**config.mk**
```make
export PLATFORM = sky130hd
export DESIGN_NAME = kbd_rx_ctrl
export DESIGN_NICKNAME = d
export VERILOG_FILES = /design/src/rtl/kbd_rx_pkg.sv /design/src/rtl/kbd_line_sync.sv /design/src/rtl/kbd_frame_rx.sv /design/src/rtl/kbd_rx_ctrl.sv
export SDC_FILE = /design/constraint.sdc
export NUM_CORES = 1
export LEC_CHECK = 0
export BUFFER_PORTS_ARGS = -buffer_cell sky130_fd_sc_hd__buf_2
export CORE_MARGIN = 2
export CORE_UTILIZATION = 37
export DETAILED_ROUTE_END_ITERATION = 10
export PLACE_DENSITY_LB_ADDON = 0.3
export SYNTH_ARGS = -nofsm -noshare
export SYNTH_HDL_FRONTEND = slang
export SYNTH_SLANG_ARGS = --single-unit
```
**constraint.sdc**
```tcl
create_clock -name clk -period 2 [get_ports clk]
set_input_delay 0.3 -clock clk [delete_from_list [all_inputs] [get_ports clk]]
set_output_delay 0.3 -clock clk [all_outputs]
set_load 0.005 [all_outputs]
```
**src/rtl/kbd_rx_pkg.sv**
```systemverilog
package kbd_rx_pkg;
  localparam int DATA_BITS  = 8;
  localparam int FRAME_BITS = DATA_BITS + 3;

  // control/status bit positions
  localparam int CB_RX_EN   = 0;
  localparam int CB_LINK_EN = 1;
  localparam int CB_IRQ_EN  = 2;
  localparam int CB_FULL    = 3;
  localparam int CB_PERR    = 4;
  localparam int CB_FERR    = 5;
  localparam int CB_CLK_LVL = 6;
  localparam int CB_DAT_LVL = 7;

  // odd parity: data plus parity bit must hold an odd count of ones
  function automatic logic parity_is_odd(input logic [DATA_BITS-1:0] d, input logic p);
    return ^{d, p};
  endfunction

  function automatic logic frame_edges_ok(input logic start_b, input logic stop_b);
    return (start_b == 1'b0) && (stop_b == 1'b1);
  endfunction
endpackage

```
**src/rtl/kbd_line_sync.sv**
```systemverilog
module kbd_line_sync #(
  parameter int LINES  = 2,
  parameter int STAGES = 2
) (
  input  logic             clk,
  input  logic             rst_n,
  input  logic [LINES-1:0] line_in,
  output logic [LINES-1:0] line_sync,
  output logic [LINES-1:0] line_fall
);
  genvar g;
  generate
    for (g = 0; g < LINES; g++) begin : g_line
      logic [STAGES-1:0] chain;
      logic              prev;
      always_ff @(posedge clk or negedge rst_n) begin
        if (!rst_n) begin
          chain <= '1;
          prev  <= 1'b1;
        end else begin
          chain <= {chain[STAGES-2:0], line_in[g]};
          prev  <= chain[STAGES-1];
        end
      end
      assign line_sync[g] = chain[STAGES-1];
      assign line_fall[g] = prev & ~chain[STAGES-1];
    end
  endgenerate
endmodule

```
**src/rtl/kbd_frame_rx.sv**
```systemverilog
module kbd_frame_rx
  import kbd_rx_pkg::*;
#(
  parameter int TIMEOUT_CYC = 40000,
  localparam int CNT_W = $clog2(FRAME_BITS),
  localparam int TMO_W = $clog2(TIMEOUT_CYC + 1)
) (
  input  logic                 clk,
  input  logic                 rst_n,
  input  logic                 active,
  input  logic                 fall,
  input  logic                 din,
  output logic                 frame_ok,
  output logic                 frame_bad,
  output logic                 timed_out,
  output logic [DATA_BITS-1:0] data_o,
  output logic                 par_err_o,
  output logic [CNT_W-1:0]     bit_cnt_o
);
  localparam logic [CNT_W-1:0] POS_LAST = CNT_W'(FRAME_BITS - 1);
  localparam logic [CNT_W-1:0] POS_PAR  = CNT_W'(DATA_BITS + 1);
  localparam logic [CNT_W-1:0] POS_D7   = CNT_W'(DATA_BITS);
  localparam logic [TMO_W-1:0] TMO_END  = TMO_W'(TIMEOUT_CYC - 1);

  logic [CNT_W-1:0]     cnt;
  logic [DATA_BITS-1:0] shreg;
  logic                 start_q;
  logic                 par_q;
  logic [TMO_W-1:0]     tmo;

  always_ff @(posedge clk or negedge rst_n) begin
    if (!rst_n) begin
      cnt       <= '0;
      shreg     <= '0;
      start_q   <= 1'b0;
      par_q     <= 1'b0;
      tmo       <= '0;
      frame_ok  <= 1'b0;
      frame_bad <= 1'b0;
      timed_out <= 1'b0;
    end else begin
      frame_ok  <= 1'b0;
      frame_bad <= 1'b0;
      timed_out <= 1'b0;
      if (!active) begin
        cnt <= '0;
        tmo <= '0;
      end else if (fall) begin
        tmo <= '0;
        if (cnt == '0)
          start_q <= din;
        else if (cnt <= POS_D7)
          shreg <= {din, shreg[DATA_BITS-1:1]};
        else if (cnt == POS_PAR)
          par_q <= din;
        if (cnt == POS_LAST) begin
          cnt <= '0;
          if (frame_edges_ok(start_q, din)) frame_ok  <= 1'b1;
          else                              frame_bad <= 1'b1;
        end else begin
          cnt <= cnt + 1'b1;
        end
      end else if (cnt != '0) begin
        if (tmo == TMO_END) begin
          cnt       <= '0;
          tmo       <= '0;
          timed_out <= 1'b1;
        end else begin
          tmo <= tmo + 1'b1;
        end
      end
    end
  end

  assign data_o    = shreg;
  assign par_err_o = ~parity_is_odd(shreg, par_q);
  assign bit_cnt_o = cnt;
endmodule

```
**src/rtl/kbd_rx_ctrl.sv**
```systemverilog
module kbd_rx_ctrl
  import kbd_rx_pkg::*;
#(
  parameter int TIMEOUT_CYC = 40000,
  parameter int SYNC_STAGES = 2,
  parameter int ADDR_W      = 2
) (
  input  logic              clk,
  input  logic              rst_n,
  input  logic              kb_clk_in,
  input  logic              kb_dat_in,
  output logic              kb_clk_pull_low,
  input  logic              reg_wr,
  input  logic [ADDR_W-1:0] reg_addr,
  input  logic [7:0]        reg_wdata,
  output logic [7:0]        reg_rdata,
  output logic              irq
);
  localparam int CNT_W = $clog2(FRAME_BITS);
  localparam logic [ADDR_W-1:0] A_CTRL = ADDR_W'(0);
  localparam logic [ADDR_W-1:0] A_DATA = ADDR_W'(1);

  logic [1:0] lsync, lfall;
  logic       clk_s, dat_s, clk_fall;

  kbd_line_sync #(.LINES(2), .STAGES(SYNC_STAGES)) u_sync (
    .clk(clk), .rst_n(rst_n),
    .line_in({kb_dat_in, kb_clk_in}),
    .line_sync(lsync), .line_fall(lfall)
  );
  assign clk_s    = lsync[0];
  assign dat_s    = lsync[1];
  assign clk_fall = lfall[0];

  logic rx_en, link_en, irq_en, full, perr, ferr;
  logic [DATA_BITS-1:0] rx_buf;
  logic active;
  logic frame_ok, frame_bad, timed_out, par_err_c;
  logic [DATA_BITS-1:0] rx_byte;
  logic [CNT_W-1:0] bit_cnt;
  logic ctrl_wr, clr_full, clr_ferr;

  assign active = rx_en & link_en & ~full;

  kbd_frame_rx #(.TIMEOUT_CYC(TIMEOUT_CYC)) u_frame (
    .clk(clk), .rst_n(rst_n), .active(active), .fall(clk_fall), .din(dat_s),
    .frame_ok(frame_ok), .frame_bad(frame_bad), .timed_out(timed_out),
    .data_o(rx_byte), .par_err_o(par_err_c), .bit_cnt_o(bit_cnt)
  );

  assign ctrl_wr  = reg_wr && (reg_addr == A_CTRL);
  assign clr_full = ctrl_wr && !reg_wdata[CB_FULL];
  assign clr_ferr = ctrl_wr && !reg_wdata[CB_FERR];

  always_ff @(posedge clk or negedge rst_n) begin
    if (!rst_n) begin
      rx_en   <= 1'b0;
      link_en <= 1'b0;
      irq_en  <= 1'b0;
      full    <= 1'b0;
      perr    <= 1'b0;
      ferr    <= 1'b0;
      rx_buf  <= '0;
    end else begin
      if (ctrl_wr) begin
        rx_en   <= reg_wdata[CB_RX_EN];
        link_en <= reg_wdata[CB_LINK_EN];
        irq_en  <= reg_wdata[CB_IRQ_EN];
      end
      if (frame_ok) begin
        full   <= 1'b1;
        perr   <= par_err_c;
        rx_buf <= rx_byte;
      end else if (clr_full) begin
        full <= 1'b0;
        perr <= 1'b0;
      end
      if (frame_bad)     ferr <= 1'b1;
      else if (clr_ferr) ferr <= 1'b0;
    end
  end

  assign kb_clk_pull_low = full;
  assign irq             = full & irq_en;

  always_comb begin
    reg_rdata = '0;
    if (reg_addr == A_CTRL) begin
      reg_rdata[CB_RX_EN]   = rx_en;
      reg_rdata[CB_LINK_EN] = link_en;
      reg_rdata[CB_IRQ_EN]  = irq_en;
      reg_rdata[CB_FULL]    = full;
      reg_rdata[CB_PERR]    = perr;
      reg_rdata[CB_FERR]    = ferr;
      reg_rdata[CB_CLK_LVL] = clk_s;
      reg_rdata[CB_DAT_LVL] = dat_s;
    end else if (reg_addr == A_DATA) begin
      reg_rdata = rx_buf;
    end
  end
endmodule

```
==> metrics.md, run 1 <==
| Metric | Value |
|---|---|
| P_leak | 1.289 nW |
| Comb power frac | 0.075 |
| Port Buf Inserts | 21 |
| Top_reg_cell synth | dfrtp_1 |
| Yosys top cell area share | 0.4730 |
| Worst Path Required | 2.20 ns |
| Max cap viols | 0 |
| Min Tclk post-route | 1.795 ns |
| CP Launch Type | flip-flop |
| Syn Nets | 237 |
| Dpl cells | 318 |
| Area leader, netlist | dfrtp_1 |
| Max VDD drop | 0.3086 mV |
| Clk_lat worst skew | 0.30 ns |
| Crit Path Category | flip-flop to flip-flop |
| Initial Util | 0.3833 |
| Fin cells | 326 |
| DPL Wire Length | 3260 µm |
| Post-synthesis adder-cell area fraction | 0.005141 |
| Wirelength, routed | 4497 µm |
| Routed Antenna Nets | 0 |
| Post-synthesis instance total | 221 |
| Die width | 85.10 µm |
| Largest family of logic cells by synthesized area | simple AND/OR/NAND/NOR gates |
| Tightest Pin Transition | 0.5825 ns |
| H-tree Lvls | 2 |
| Grt ovf | 0 |
| Setup violators final | 0 |
| Hold_ws | -0.009805 ns |
| Area growth, synth to finish | 13.73% |
| Slew Limit Fails | 0 |
| Mux cell area share after synthesis | 0.1203 |
| DRC viols | 0 |
| Vias | 1663 |
| Initial antenna violation count | 0 |
| Register area share after synthesis | 0.5270 |
| Setup TNS | 0 ns |
| Core area | 6350 µm² |
| Failing checks | negative hold slack |
| CTS Buf Count | 5 |
| Reg2Reg Setup Slack | 0.20 ns |
| Reg2Reg Capture Point | u_frame.data_o[5] |
| Hold Violations, Final | 20 |
| Commonest non-fill, non-tap cell in the layout | dfrtp_1 |
| Hold Crit Class | primary input to async pin |
| Synth unique cells | 39 |
| Top-Level Pins | 25 |
| Hold bufs inserted after CTS | 0 |
| Synth Area in Compound Gates | 0.05398 |
| Largest cells by area after synthesis | dfrtp_1 47%, mux2_2 8.3%, dfstp_2 5.4% |
| Number of diodes | 0 |
| FFs w/ async S/R, synth | 1.000 |
| Largest net degree at the start of global routing | 28 |
| Seq pwr share | 0.547 |
| Clock transition at path regs | 0.09 ns |
| Share of layout cells above drive strength 1 | 0.2570 |
| FF+latch count, synth | 51 |
| Commonest non-fill, non-tap cells in the layout | 46 x dfrtp_1, 24 x nor2_1, 24 x nand2_1 |
| Post-CTS setup buffer count | 0 |
| Crit-path max FO | 10 |
| Status | finished, violations left |
| Die ar. | 7242 µm² |
| Fmax | 0.5571 GHz |
| Clock share of power | 0.377 |
| Final Skew | 0.007276 ns |
| GPL Wtd Cong | 0.8036 |
| Routed len/inst | 13.79 µm |
| Yosys Warn Count | 0 |
| Pre-antenna DRT Iters | 4 |
| Crit path launch | u_frame.bit_cnt_o[1] |
| Tot GR Track Use | 0.1331 |
| DR iter-0 viols | 131 |
| Avg Inst Size Synth | 11.01 µm² |
| Sw power | 0.4503 mW |
| Die H | 85.10 µm |
| Synthesized cell area | 2434 µm² |
| CTS tree | yes |
| CTS Sinks | 51 |
| Normalized max-slew margin | 0.6117 |
| Critical path endpoint category | flip-flop |
| CP arrival | 1.99 ns |
| Bufs on Longest Clock Path | 2 |
| Post-Synth XOR/XNOR Area | 0.07918 |
| DR vias/cell | 5.101 |
| RSZ-0062 raised after global routing | no |
| Cts repair resizes | 0 |
| Reg2Reg Depth | 5 |
| Number of synthesized flops with an enable pin | 0 |
| Simple-gate share of the synthesized area | 0.1923 |
| Sw Ratio | 0.2267 |
| Net count reported at finish | 264 |
| Root Driver | clkbuf_8 |
| PwrDens | 717.5 nW/µm² |
| Vias in the first global route | 1632 |
| Fin crit share | 0.8975 |
| Post-layout util | 0.4359 |
| Site Rows | 29 |
| First-pass GRT wire length | 7714 µm |
| Internal | 1.536 mW |
| Critical R2R Launch | u_frame.bit_cnt_o[1] |
==> flip-flops by register name (all words and copies together), names as in the netlist, 4 cells and up <==
register and cells:
u_frame.tmo 16, u_sync.g_line.chain 4, u_frame.data_o 8, rx_buf 8, u_frame.bit_cnt_o 4
==> worst max-delay path by stage <==
| stage | endpoint | slack, ns |
|---|---|---|
| 4_1_cts | u_frame.tmo[8] | 0.19 |
| 3_3_place_gp | u_frame.tmo[8] | 0.22 |
| 3_5_place_dp | u_frame.tmo[8] | 0.20 |
| 5_1_grt | u_frame.tmo[3] | 0.06 |
| 6_report | u_frame.data_o[5] | 0.20 |
| 2_1_floorplan | u_frame.tmo[8] | 0.31 |
==> power groups by stage <==
stage	Combinational, mW	Sequential [mW]	Clock (mW)
after global routing	0.169	1.09	0.812
after CTS	0.152	1.09	0.772
final	0.150	1.09	0.749
after global placement	0.149	1.11	0
after floorplan	0.101	1.09	0
after detailed placement	0.153	1.11	0
==> synth_stat cells, drive strengths merged, types with 2 or more instances <==
| library cell | instances |
|---|---|
| a21oi | 3 |
| a31oi | 4 |
| and2 | 3 |
| and3 | 5 |
| buf | 4 |
| clkbuf | 3 |
| dfrtp | 46 |
| dfstp | 5 |
| inv | 2 |
| mux2 | 18 |
| mux2i | 9 |
| nand2 | 24 |
| nand2b | 3 |
| nand3 | 13 |
| nand4 | 3 |
| nor2 | 25 |
| nor2b | 3 |
| nor3 | 3 |
| nor4 | 4 |
| o21ai | 9 |
| xnor2 | 8 |
| xor2 | 14 |
==> worst max-delay path, cell delays in order (launching register included) <==
cell and delay [ns]:
dfrtp_1 0.51, nor4_4 0.49, buf_4 0.22, nor3_4 0.05, buf_12 0.14, mux2_2 0.27
==> cell families after synthesis <==
logic type,count (synthesis)
adders and majority gates,1
muxes,27
AOI/OAI and AO/OA,21
DFF,51
buffers and inverters,9
and+or+nand+nor,90
xor gates and xnor gates,22
==> metrics by stage <==
stage / power [mW] / setup slack [ns] / hold WS [ns] / area [µm²]
3_5_place_dp: 1.259 / 0.2014 / 0.3343 / 2646
5_1_grt: 2.074 / 0.06011 / 0.03493 / 2768
4_1_cts: 2.011 / 0.1869 / 0.0005702 / 2768
2_1_floorplan: 1.196 / 0.3105 / 0.004409 / 2434
3_3_place_gp: 1.255 / 0.2177 / 0.3397 / 2646
6_report: 1.986 / 0.2050 / -0.009805 / 2768
==> layout make-up <==
cell class | count | area [µm²]
Clock buffer | 6 | 82.58
Sequential cell | 51 | 1282
Timing Repair Buffer | 27 | 162.7
Clock inverter | 2 | 38.79
Multi-Input combinational cell | 161 | 1097
Tap cell | 77 | 96.34
Inverter | 2 | 7.507
Fill cell | 592 | 3582
==> routing by layer <==
layer,up-vias,track usage,part of all wire
li1,817,-,-
met1,811,0.1924,0.50
met2,30,0.1989,0.45
met3,5,0.02724,0.041
met4,0,0.04762,0.016
met5,-,0,0
No activity file was read; power rests on OpenSTA's default activity.
==> inputs of run 2 (changes only) <==
- CORE_ASPECT_RATIO: not set -> 1.2
==> run 2 against run 1 <==
  * The flow now finishes without violations
  * Power is 1.2% lower
  * Design area is 0.77% higher
  * Core utilization is 0.051 points lower
  * Clock power is 3.2% lower
  * Flip-flop and latch count stayed put
  * Fmax is 0.98% lower
  * Clock skew is 0.0014 ns higher
  * Die area hardly changed
  * First-iteration DRC count is 56% lower
  * Largest power group unchanged
  * Highest routed layer unchanged
==> metrics.md, run 2 (synthesized netlist as in run 1, its figures left out) <==
| Metric | Value |
|---|---|
| Comb power frac | 0.079 |
| Vias | 1657 |
| Routed len/inst | 12.78 µm |
| CTS Sinks | 51 |
| CTS Buf Count | 5 |
| DR vias/cell | 4.932 |
| CP Launch Type | flip-flop |
| Routed Antenna Nets | 0 |
| Die H | 92.84 µm |
| Fmax | 0.5516 GHz |
| Max cap viols | 0 |
| Tightest Pin Transition | 0.6194 ns |
| Normalized max-slew margin | 0.5871 |
| Net count reported at finish | 266 |
| Crit Path Category | flip-flop to flip-flop |
| Top-Level Pins | 25 |
| Initial antenna violation count | 0 |
| Seq pwr share | 0.551 |
| Post-CTS setup buffer count | 0 |
| Sw power | 0.4321 mW |
| Tot GR Track Use | 0.1311 |
| RSZ-0062 raised after global routing | no |
| Cts repair resizes | 0 |
| P_leak | 1.298 nW |
| Commonest non-fill, non-tap cell in the layout | dfrtp_1 |
| Root Driver | clkbuf_8 |
| DPL Wire Length | 3125 µm |
| Core area | 6406 µm² |
| Largest net degree at the start of global routing | 52 |
| Fin crit share | 0.9064 |
| Hold bufs inserted after CTS | 0 |
| Largest register FFs | 16 |
| Max VDD drop | 0.3752 mV |
| Area growth, synth to finish | 14.60% |
| CTS tree | yes |
| Hold Crit Class | primary input to async pin |
| Bufs on Longest Clock Path | 2 |
| Min Tclk post-route | 1.813 ns |
| Fill cells | 612 |
| Internal | 1.530 mW |
| Critical path endpoint category | flip-flop |
| Vias in the first global route | 1725 |
| DR iter-0 viols | 57 |
| Clock transition at path regs | 0.09 ns |
| Final Skew | 0.008692 ns |
| Crit-path max FO | 7 |
| Setup TNS | 0 ns |
| Share of layout cells above drive strength 1 | 0.2629 |
| First-pass GRT wire length | 7603 µm |
| CP arrival | 2.00 ns |
| DRC viols | 0 |
| Pre-antenna DRT Iters | 4 |
| Hold Violations, Final | 0 |
| Clk_lat worst skew | 0.30 ns |
| Site Rows | 32 |
| GPL Wtd Cong | 0.8026 |
| Setup violators final | 0 |
| Initial Util | 0.3799 |
| Grt ovf | 0 |
| Wirelength, routed | 4295 µm |
| Worst Path Required | 2.19 ns |
| H-tree Lvls | 2 |
| Die ar. | 7245 µm² |
| Status | finished clean |
| Number of diodes | 0 |
| Most flops, register | u_frame.tmo |
| Post-layout util | 0.4354 |
| Die width | 78.04 µm |
| Slew Limit Fails | 0 |
| Port Buf Inserts | 21 |
| Clock share of power | 0.370 |
| Sw Ratio | 0.2202 |
| Commonest non-fill, non-tap cells in the layout | 46 x dfrtp_1, 24 x nor2_1, 24 x nand2_1 |
| PwrDens | 703.6 nW/µm² |
run 2: changes by cell type in the layout (fill, tap and decap cells not counted):
cell and delta:
clkinv_2 +1, inv_6 -1, buf_4 +2
run 2: cell type report:
class | instances | area (µm²) | area share
clock buffers | 6 | 82.58 | 0.02961
clock inverters | 2 | 35.03 | 0.01256
inverters | 2 | 7.507 | 0.002692
multi-input cells | 161 | 1097 | 0.3934
flip-flops and latches | 51 | 1282 | 0.4598
well taps | 85 | 106.4 | 0.03813
repair buffers | 29 | 177.7 | 0.06371
run 2: worst max-delay path, cell delays in order, from the launching register on:
cell,delay [ns]
dfrtp_1,0.38
and3b_1,0.39
nand2_1,0.20
nor4_1,0.36
mux2_2,0.37
run 2: layer usage:
layer | wire, µm | share of wire | track usage
met1 | 1885 | 0.44 | 0.1506
met2 | 2161 | 0.50 | 0.2364
met3 | 136 | 0.032 | 0.02144
met4 | 111 | 0.026 | 0.06140
met5 | 0 | 0 | 0
run 2: final timing paths:
kind                                             endpoint  cells after the start                 startpoint  slack [ns]
worst max-delay path                        u_frame.par_q                      4            kb_clk_pull_low        0.19
min in group clk                u_sync.g_line[1].chain[0]                      1                  kb_dat_in        0.10
max in group asynchronous                 u_frame.tmo[14]                      2                      rst_n        1.49
worst min register to register  u_sync.g_line[0].chain[1]                      0  u_sync.g_line[0].chain[0]        0.36
worst max register to register              u_frame.par_q                      4            kb_clk_pull_low        0.19
worst min-delay path                                 ferr                      2                      rst_n         0.1
run 2: per-stage QoR:
| step | cell area [µm²] | cells | hold slack (ns) | power (mW) | worst slack [ns] |
|---|---|---|---|---|---|
| after floorplan | 2434 | 221 | 0.004409 | 1.196 | 0.3105 |
| after global placement | 2671 | 328 | 0.3460 | 1.258 | 0.2130 |
| after detailed placement | 2671 | 328 | 0.3469 | 1.261 | 0.1765 |
| after CTS | 2789 | 336 | 0.08482 | 1.993 | 0.1565 |
| after global routing | 2789 | 336 | 0.08140 | 2.053 | 0.05159 |
| final | 2789 | 336 | 0.09685 | 1.962 | 0.1872 |
run 2: power groups by stage:
| stage | logic (mW) | registers [mW] | clock network (mW) |
|---|---|---|---|
| after floorplan | 0.101 | 1.09 | 0 |
| after global placement | 0.156 | 1.10 | 0 |
| after detailed placement | 0.158 | 1.10 | 0 |
| after CTS | 0.158 | 1.08 | 0.753 |
| after global routing | 0.176 | 1.09 | 0.789 |
| final | 0.155 | 1.08 | 0.725 |
